File: src/rtl/l1_irq_pkg.sv
package l1_irq_pkg;
    localparam int unsigned LINE_BITS = 32;
    localparam int unsigned MAX_WORDS = 8;
    localparam int unsigned WIDX_W    = 3;

    typedef enum logic [1:0] {
        KIND_LEVEL = 2'd0,
        KIND_MREAD = 2'd1,
        KIND_MSET  = 2'd2,
        KIND_MCLR  = 2'd3
    } reg_kind_e;

    typedef struct packed {
        logic              hit;
        reg_kind_e         kind;
        logic [WIDX_W-1:0] word;
    } reg_sel_t;
endpackage

File: src/rtl/l1_reg_decode.sv
module l1_reg_decode
    import l1_irq_pkg::*;
#(
    parameter int unsigned N_WORDS = 2,
    parameter int unsigned ADDR_W  = 5
) (
    input  logic [ADDR_W-1:0] addr,
    output reg_sel_t          sel
);
    localparam int unsigned N_REGS = 4 * N_WORDS;

    always_comb begin
        int unsigned idx;
        idx      = 32'(addr[ADDR_W-1:2]);
        sel.hit  = (idx < N_REGS);
        sel.kind = reg_kind_e'(2'(idx / N_WORDS));
        sel.word = WIDX_W'(idx % N_WORDS);
        if (!sel.hit) begin
            sel.kind = KIND_LEVEL;
            sel.word = '0;
        end
    end
endmodule

File: src/rtl/l1_mask_bank.sv
module l1_mask_bank
    import l1_irq_pkg::*;
#(
    parameter int unsigned N_WORDS = 2
) (
    input  logic                           clk,
    input  logic                           rst_n,
    input  logic                           set_en,
    input  logic                           clr_en,
    input  logic [WIDX_W-1:0]              word,
    input  logic [LINE_BITS-1:0]           wdata,
    input  logic [N_WORDS*LINE_BITS-1:0]   irq_in,
    output logic [N_WORDS*LINE_BITS-1:0]   mask,
    output logic                           summary
);
    localparam int unsigned LINES = N_WORDS * LINE_BITS;

    typedef struct packed {
        logic [LINES-1:0] mask;
        logic             summary;
    } bank_t;

    bank_t st_d, st_q;

    always_comb begin
        st_d         = st_q;
        st_d.summary = |(irq_in & ~st_q.mask);
        for (int w = 0; w < int'(N_WORDS); w++) begin
            if (word == WIDX_W'(w)) begin
                if (set_en)
                    st_d.mask[w*LINE_BITS +: LINE_BITS] = st_q.mask[w*LINE_BITS +: LINE_BITS] | wdata;
                else if (clr_en)
                    st_d.mask[w*LINE_BITS +: LINE_BITS] = st_q.mask[w*LINE_BITS +: LINE_BITS] & ~wdata;
            end
        end
    end

    always_ff @(posedge clk or negedge rst_n) begin
        if (!rst_n) begin
            st_q.mask    <= '1;
            st_q.summary <= 1'b0;
        end else begin
            st_q <= st_d;
        end
    end

    assign mask    = st_q.mask;
    assign summary = st_q.summary;
endmodule

File: src/rtl/l1_irq_aggregator.sv
module l1_irq_aggregator
    import l1_irq_pkg::*;
#(
    parameter int unsigned N_WORDS = 2,
    parameter int unsigned N_CPUS  = 2,
    localparam int unsigned LINES  = N_WORDS * LINE_BITS,
    localparam int unsigned ADDR_W = $clog2(N_WORDS * 16),
    localparam int unsigned CPU_W  = (N_CPUS > 1) ? $clog2(N_CPUS) : 1
) (
    input  logic              clk,
    input  logic              rst_n,
    input  logic [LINES-1:0]  irq_in,
    input  logic              req,
    input  logic              we,
    input  logic [CPU_W-1:0]  cpu_sel,
    input  logic [ADDR_W-1:0] addr,
    input  logic [31:0]       wdata,
    output logic [31:0]       rdata,
    output logic [N_CPUS-1:0] irq_summary
);
    typedef struct packed {
        logic [31:0] rdata;
    } port_t;

    reg_sel_t                  sel;
    logic [N_CPUS*LINES-1:0]   mask_flat;
    port_t                     pt_d, pt_q;

    l1_reg_decode #(.N_WORDS(N_WORDS), .ADDR_W(ADDR_W)) u_decode (
        .addr (addr),
        .sel  (sel)
    );

    for (genvar c = 0; c < int'(N_CPUS); c++) begin : g_bank
        logic mine;
        assign mine = req && we && sel.hit && (cpu_sel == CPU_W'(c));

        l1_mask_bank #(.N_WORDS(N_WORDS)) u_bank (
            .clk     (clk),
            .rst_n   (rst_n),
            .set_en  (mine && (sel.kind == KIND_MSET)),
            .clr_en  (mine && (sel.kind == KIND_MCLR)),
            .word    (sel.word),
            .wdata   (wdata),
            .irq_in  (irq_in),
            .mask    (mask_flat[c*LINES +: LINES]),
            .summary (irq_summary[c])
        );
    end

    always_comb begin
        logic [LINES-1:0] cpu_mask;
        logic [31:0]      lvl_word;
        logic [31:0]      msk_word;
        logic             cpu_ok;

        cpu_mask = '0;
        cpu_ok   = 1'b0;
        for (int c = 0; c < int'(N_CPUS); c++) begin
            if (cpu_sel == CPU_W'(c)) begin
                cpu_mask = mask_flat[c*LINES +: LINES];
                cpu_ok   = 1'b1;
            end
        end

        lvl_word = '0;
        msk_word = '0;
        for (int w = 0; w < int'(N_WORDS); w++) begin
            if (sel.word == WIDX_W'(w)) begin
                lvl_word = irq_in[w*LINE_BITS +: LINE_BITS];
                msk_word = cpu_mask[w*LINE_BITS +: LINE_BITS];
            end
        end

        pt_d = pt_q;
        if (req && !we) begin
            pt_d.rdata = '0;
            if (sel.hit && cpu_ok) begin
                case (sel.kind)
                    KIND_LEVEL: pt_d.rdata = lvl_word;
                    KIND_MREAD: pt_d.rdata = msk_word;
                    default:    pt_d.rdata = '0;
                endcase
            end
        end
    end

    always_ff @(posedge clk or negedge rst_n) begin
        if (!rst_n) pt_q <= '0;
        else        pt_q <= pt_d;
    end

    assign rdata = pt_q.rdata;
endmodule

File: config.mk
export PLATFORM = sky130hd
export DESIGN_NAME = l1_irq_aggregator
export DESIGN_NICKNAME = d
export VERILOG_FILES = /design/src/rtl/l1_irq_pkg.sv /design/src/rtl/l1_reg_decode.sv /design/src/rtl/l1_mask_bank.sv /design/src/rtl/l1_irq_aggregator.sv
export SDC_FILE = /design/constraint.sdc
export NUM_CORES = 1
export LEC_CHECK = 0
export ABC_AREA = 1
export ABC_CLOCK_PERIOD_IN_PS = 1500
export CAP_MARGIN = 10
export CORE_UTILIZATION = 55
export DETAILED_ROUTE_END_ITERATION = 8
export HOLD_SLACK_MARGIN = 0.15
export PLACE_DENSITY_LB_ADDON = 0.12
export RECOVER_POWER = 100
export REMOVE_ABC_BUFFERS = 1
export SYNTH_ARGS = -nofsm -noshare
export SYNTH_HDL_FRONTEND = slang
export SYNTH_SLANG_ARGS = --single-unit
File: constraint.sdc
create_clock -name clk -period 1.5 [get_ports clk]
set_clock_uncertainty 0.15 [all_clocks]
set_input_delay 0.225 -clock clk [delete_from_list [all_inputs] [get_ports clk]]
set_output_delay 0.225 -clock clk [all_outputs]
set_load 0.1 [all_outputs]
### Word-level counts from Yosys, hierarchy flattened

Index checks and enable logic that the tools add are counted.
W data, S select, Z words.

* muxes and demuxes: 14
* eq/ne operators: 3
* reductions and logical operators: 19
* bitwise gates (word level): 14

Operators with widths (number)
* $mux W32: 12
* $and A32 B32 Y32: 4
* $and A64 B64 Y64: 2
* $not A64 Y64: 2
* $or A32 B32 Y32: 4
* $reduce_or A64 Y1: 2
* $mux W64: 1
* $pmux W32 S2: 1
* $not A32 Y32: 1
* $logic_and A1 B1 Y1: 8
* $reduce_and A2 Y1: 4
* $eq A2 B2 Y1 const B: 2
* $reduce_bool A2 Y1: 2
* $logic_not A3 Y1: 1
* $eq A2 B1 Y1 const B: 1
* $logic_not A2 Y1: 1
* $logic_not A1 Y1: 1
* $not A1 Y1: 1

* register bits: 162
* word-level logic and storage cells: 57
* output and inout bits: 34
* bits of input ports: 106

### Depth between registers and ports, before layout

Gate-level depths: netlist of run 1.

* word-level depth: 5
* depth in mapped cells: 10
* mapped depth without buffers: 9

### By module

From an unflattened synthesis of run 1, not the netlist that was laid out.

* cell total of the unflattened synthesis: 1626
* area total of the unflattened synthesis: 10297.4 um^2

Modules (own cells, without submodules)
* l1_mask_bank: cells each 473, area an instance 3419.5 um^2, instances 2, seq. area each 1706.6 um^2
* l1_irq_aggregator: cells each 672, area an instance 3405.8 um^2, instances 1, seq. area each 800.8 um^2
* l1_reg_decode: cells each 8, area an instance 52.6 um^2, instances 1, seq. area each 0.0 um^2

### Worst setup path before layout of run 1

OpenSTA, ideal clock, no wires.

* path type: reg-to-reg
* start point: reg rdata[0] (netlist name)
* end point: reg pt_q, in the netlist rdata[0]
* buffers on the path: 0
* setup time: 0.078 ns
* data arrival time: 1.128 ns
* period minus slack after synthesis: 1.355 ns
* slack: 0.145 ns
* stages on the path, launching flop included: 3
* required time: 1.272 ns
* path through: dfrtp_1 -> nor2_1 -> a21oi_1

RTL lines
* end signal, assigned: line l1_irq_aggregator.sv:90 `else pt_q <= pt_d;`
* end, declared: line l1_irq_aggregator.sv:27 `port_t pt_d, pt_q;`

==> results.ini, run 1 <==
[outcome]
outcome=finished, violations left
violations=negative setup slack

[sta]
finalCritPeriodShare=1.014
final-hold-violation-count=0
maxSlewHeadroom=0.4148
rsz0062_at_grt=true
worstMarginPinSlew_ps=877.9
hold-worst-slack_ps=254.1
setup_viol=2
finalCriticalPeriod_ps=1521
fmax_mhz=657.4
tns_ps=-29.10
setup_ws_ps=-21.20
maxSlewViolCount=0

[setup_path]
crit_arrival_ps=1690
r2r_slack_ps=-20
startpoint_type=register
cp_num_buf_inv=1
critPathTopFamily=simple AND/OR/NAND/NOR gates
slowest_stage=dfstp_2
critPathKind=reg2reg
cp_cell_sequence=inv_2, nand2_2, nand4_1, nor2_2, nand2_1, nor2_1, nand2_1
path_max_fanout=2
cp-end-kind=register
slowest_delay_ps=550
crit_path_frequent_cell=nand2_1
crit_required_ps=1670

[placement]
hpwlAfterDp_um=20210
io_buffers=137
place_area_sq_um=11780
routabilityCongestion=0.8983
dp_cells=1730
dpl_worst_slack_ps=-497.3

[synth]
synth_compound_area_frac=0.1583
synth_xor_area_frac=0
synth-simple-area-share=0.2958
synthCells=1385
synth_top_family_by_area=simple AND/OR/NAND/NOR gates
synth.avg_cell_area_sq_um=6.859
ys_ff_latch=162
synth_mux_area_frac=0
ys_types=22
synth_adder_area_share=0
synth_warnings=0
synth_seq_area_share=0.4436
synthesis.area_sq_um=9499

[min_path]
hold_class=in2reg
hold_start=req

[die]
ios=140
die_area_sq_um=17800
initial_utilization=0.5688
rows=47
die-width_um=133.4
core-area_sq_um=16700
die_height_um=133.4

[routing]
via_count=9738
first_pass_iters=6
drc=0
routed_wl_um=29590
drt_iter0_drc=1053
wl_per_cell_um=16.71
ant_nets=0
routed_via_density=5.502

[run]
maxCapViolations=0

[clock_network]
cts_max_path_buffers=2
clk_pin_slew_ps=60
clock_latency_ps=430
cts_sinks=162
cts_tree=yes
root_buffer=clkbuf_16
cts.hold.buffers_added=1
htree_levels=4
cts_made_buffers=17

[finish]
fin_area_sq_um=12150
final_cells=1770
final_common_cell=nand2_1
final_nets=1643
diodes=0
mostFrequentLayoutCells=615 x nand2_1, 148 x inv_1, 126 x dfstp_2, 97 x clkdlybuf4s50_1, 91 x o21ai_0
drive_gt1_frac=0.1819
area_growth_pct=27.94

[global_route]
overflow=0
grt_pass1_wl_um=46510
antenna_found_initial=0
grt_pass1_vias=9118
grt_max_degree=53
track_usage=0.3373

[power_and_ir_drop]
ir_drop_mv=0.8481
pwr_density_cell_nw_per_um2=970.2
leakage_nw=5.111

==> cell families after synthesis <==
family          after synthesis
flops                       162
simple gates                715
buf+inv                     221
compound gates              287
==> cells in the mapped netlist <==
cell type	number	area, sq um
nand2_4	1	11.26
inv_1	153	574.3
clkbuf_1	28	105.1
dfrtp_1	34	850.8
nor2_8	2	40.04
o211ai_1	27	202.7
inv_2	2	7.510
dfstp_2	128	3363
nand3_1	5	25.02
a21oi_1	78	390.4
buf_6	9	101.4
nand2_1	618	2320
nand4_1	18	112.6
buf_2	11	55.05
nor2_1	63	236.5
buf_1	2	7.510
nor2_2	2	12.51
buf_4	16	120.1
nor2_4	3	33.78
o21ai_0	59	295.3
o21ai_1	123	615.6
nand2_2	3	18.77
==> area by class of cell <==
class | count | area [sq um]
clock buffers | 24 | 491.7
multi-input cells | 1002 | 4358
clock inverters | 8 | 102.6
well taps | 220 | 275.3
fillers | 1362 | 4548
repair buffers | 199 | 2130
inverters | 155 | 581.8
flip-flops and latches | 162 | 4214
==> stage by stage <==
| stage | power (mW) | util |
|---|---|---|
| 2_1_floorplan | 6.201 | - |
| 3_3_place_gp | 7.606 | 0.7054 |
| 3_5_place_dp | 7.646 | 0.7054 |
| 4_1_cts | 12.06 | 0.7427 |
| 5_1_grt | 12.16 | 0.7277 |
| 6_report | 11.79 | 0.7277 |
==> worst register-to-register path, stage by stage, from the launching register on <==
cell	delay, ps
dfstp_2	550
inv_2	50
nand2_2	50
nand4_1	160
nor2_2	210
nand2_1	70
nor2_1	110
nand2_1	60
==> per-layer routing <==
layer / track usage / vias to the layer above / routed length (um)
li1: - / 4637 / -
met1: 0.4673 / 4524 / 12480
met2: 0.5434 / 509 / 13850
met3: 0.04642 / 68 / 2556
met4: 0.1174 / 0 / 705
met5: 0 / - / 0
==> report_power, final <==
group	switching, mW	internal, mW	total, mW
logic	1.75	0.839	2.59
registers	0.138	4.63	4.77
clock network	1.81	2.63	4.43
total	3.70	8.09	11.8
==> worst paths after layout <==
kind / end / cells past startpoint
min: rdata[18] / 6
min in group asynchronous: rdata[30] / 2
max in group asynchronous: asynchronous set/reset pin / 3
max: g_bank[1].u_bank.summary / 7
min reg2reg: register / 2
max reg2reg: g_bank[1].u_bank.summary / 7
==> timing repair <==
item	4_1_cts	5_1_grt
resized for setup	8	31
setup endpoints to repair	48	82
pin swaps	3	26
setup buffers	0	4
hold endpoints to repair	162	8
cloned	0	3
Note: power is estimated with default switching activity, not from simulation.
==> run 2: changes to the inputs <==
--- a/config.mk
+++ b/config.mk
@@ -6,7 +6,7 @@
 export NUM_CORES = 1
 export LEC_CHECK = 0
 export ABC_AREA = 1
-export ABC_CLOCK_PERIOD_IN_PS = 1500
+export ABC_CLOCK_PERIOD_IN_PS = 1600
 export CAP_MARGIN = 10
 export CORE_UTILIZATION = 55
 export DETAILED_ROUTE_END_ITERATION = 8
@@ -14,6 +14,7 @@
 export PLACE_DENSITY_LB_ADDON = 0.12
 export RECOVER_POWER = 100
 export REMOVE_ABC_BUFFERS = 1
+export SETUP_SLACK_MARGIN = 0.5
 export SYNTH_ARGS = -nofsm -noshare
 export SYNTH_HDL_FRONTEND = slang
 export SYNTH_SLANG_ARGS = --single-unit
==> constraint.sdc (replaced) <==
create_clock -name clk -period 1.6 [get_ports clk]
set_clock_uncertainty 0.15 [all_clocks]
set_input_delay 0.24 -clock clk [delete_from_list [all_inputs] [get_ports clk]]
set_output_delay 0.24 -clock clk [all_outputs]
set_load 0.1 [all_outputs]
==> run 2 against run 1 <==
Effect of this change:
- the run still ends with negative setup slack left
- sequential power down 5.2%
- sequential share of layout area down 4.1 points
- via count up 11%
- global-route usage up 3.0 points
- die area unchanged
- clock power up 4%
- final cell count up 2.1%
- cell area up 14%
- worst setup slack worse by 29 ps
- non-clock buffer count up 38
- first-iteration DRC count up 33%
- sequential cell count unchanged
==> results.ini, run 2 (synthesis results as in run 1) <==
[outcome]
outcome=finished, violations left
violations=negative setup slack

[clock_network]
clock_latency_ps=440
cts_sinks=162
root_buffer=clkbuf_16
htree_levels=4
cts.hold.buffers_added=1
cts_max_path_buffers=2
cts_tree=yes
clk_pin_slew_ps=70
cts_made_buffers=17

[sta]
rsz0062_at_grt=true
setup_viol=2
maxSlewHeadroom=0.3936
fmax_mhz=606.1
setup_ws_ps=-49.80
final-hold-violation-count=0
finalCritPeriodShare=1.031
maxSlewViolCount=0
worstMarginPinSlew_ps=909.7
finalCriticalPeriod_ps=1650

[placement]
dp_cells=1725
io_buffers=137
place_area_sq_um=11770
hpwlAfterDp_um=19520
dpl_worst_slack_ps=-365.3
routabilityCongestion=0.9070

[die]
die_height_um=133.4
die-width_um=133.4
rows=47
ios=140
initial_utilization=0.5688
core-area_sq_um=16700
die_area_sq_um=17800

[setup_path]
critPathKind=in2reg
startpoint_type=input pin
crit_arrival_ps=1830
cp-end-kind=register
crit_required_ps=1780
cp_cell_sequence=dlygate4sd2_1, nor2_1, nand2_1, buf_2, o21ai_0
cp_num_buf_inv=2
path_max_fanout=29
slowest_stage=buf_2
ff2ff_path_depth=9
slowest_delay_ps=660
r2r_end=g_bank[0].u_bank.summary
critPathTopFamily=buffers and inverters
r2r_slack_ps=30

[routing]
first_pass_iters=6
routed_via_density=5.988
drc=0
via_count=10826
routed_wl_um=35800
ant_nets=0
wl_per_cell_um=19.80
drt_iter0_drc=1405

[min_path]
min_path_cells=6
hold_class=in2reg
holdPathEnd=rdata[13]
hold_start=we

[run]
maxCapViolations=0

[finish]
ff_latch_area_sq_um=4214
fin_area_sq_um=13790
fill_cells=1001
drive_gt1_frac=0.3356
final_nets=1681
final_common_cell=nand2_1
multiInputGateArea_sq_um=5064
final_cells=1808
area_growth_pct=45.22
diodes=0
mostFrequentLayoutCells=521 x nand2_1, 128 x dfstp_2, 101 x inv_1, 100 x o21ai_1, 96 x clkdlybuf4s50_1

[power_and_ir_drop]
power_mw=12.09
ir_drop_mv=0.7790
pwr_density_cell_nw_per_um2=876.7
leakage_nw=5.932

[global_route]
grt_pass1_wl_um=50330
overflow=0
antenna_found_initial=0
track_usage=0.3669
grt_max_degree=53
grt_pass1_vias=9786

run 2: cell types whose count changed in the layout (fill, tap and decap cells not counted), sizes merged:
| cell | delta |
|---|---|
| buf | +41 |
| clkinvlp | -5 |
| bufinv | +4 |
| dlymetal6s2s | -2 |
| bufbuf | +1 |
| clkdlybuf4s50 | -1 |
run 2: where the power goes:
part / internal [mW] / switching (mW) / total (mW)
registers: 4.34 / 0.180 / 4.52
logic: 1.12 / 1.83 / 2.95
clock network: 2.93 / 1.70 / 4.62
total: 8.39 / 3.71 / 12.1
run 2: per-layer routing:
layer,share of wire,vias up,track usage
li1,-,4753,-
met1,0.37,4979,0.4838
met2,0.46,878,0.5668
met3,0.12,216,0.08676
met4,0.054,0,0.1824
met5,0,-,0
run 2: area by class of cell:
type,instances,area share
multi-input combinational,1002,0.3671
sequential,162,0.3055
timing repair buffer,237,0.2183
inverter,155,0.04272
clock buffer,25,0.03302
tap,220,0.01995
clock inverter,7,0.01342
run 2: timing repair:
item	CTS	global route
endpoints found under the hold margin	162	6
gates resized for setup	135	259
cloned	6	4
endpoints found under the setup margin	196	193
buffers inserted	16	24
pin swaps	78	135
run 2: how the worst max path moves through the flow:
stage,slack [ps],cells past startpoint,from,to
floorplan,-1020,5,req,rdata[0]
global placement,-290,8,we,register
detailed placement,-370,8,req,register
CTS,140,1,rdata[16],rdata[16]
global route,-60,9,register,g_bank[0].u_bank.summary
finish,-50,5,addr[3],register
run 2: metrics by stage:
step	hold WS, ps	utilization	TNS [ps]
floorplan	-205.6	-	-33240
global placement	-2.835	0.7047	-35450
detailed placement	-4.107	0.7047	-42370
CTS	111.0	0.7721	0
global route	254.6	0.8260	-73.65
finish	244.6	0.8260	-49.86
run 2: tightest hold or removal path: cells and delay by family:
family	cells	cell delay (ps)
simple gates	3	170
buf+inv	3	380
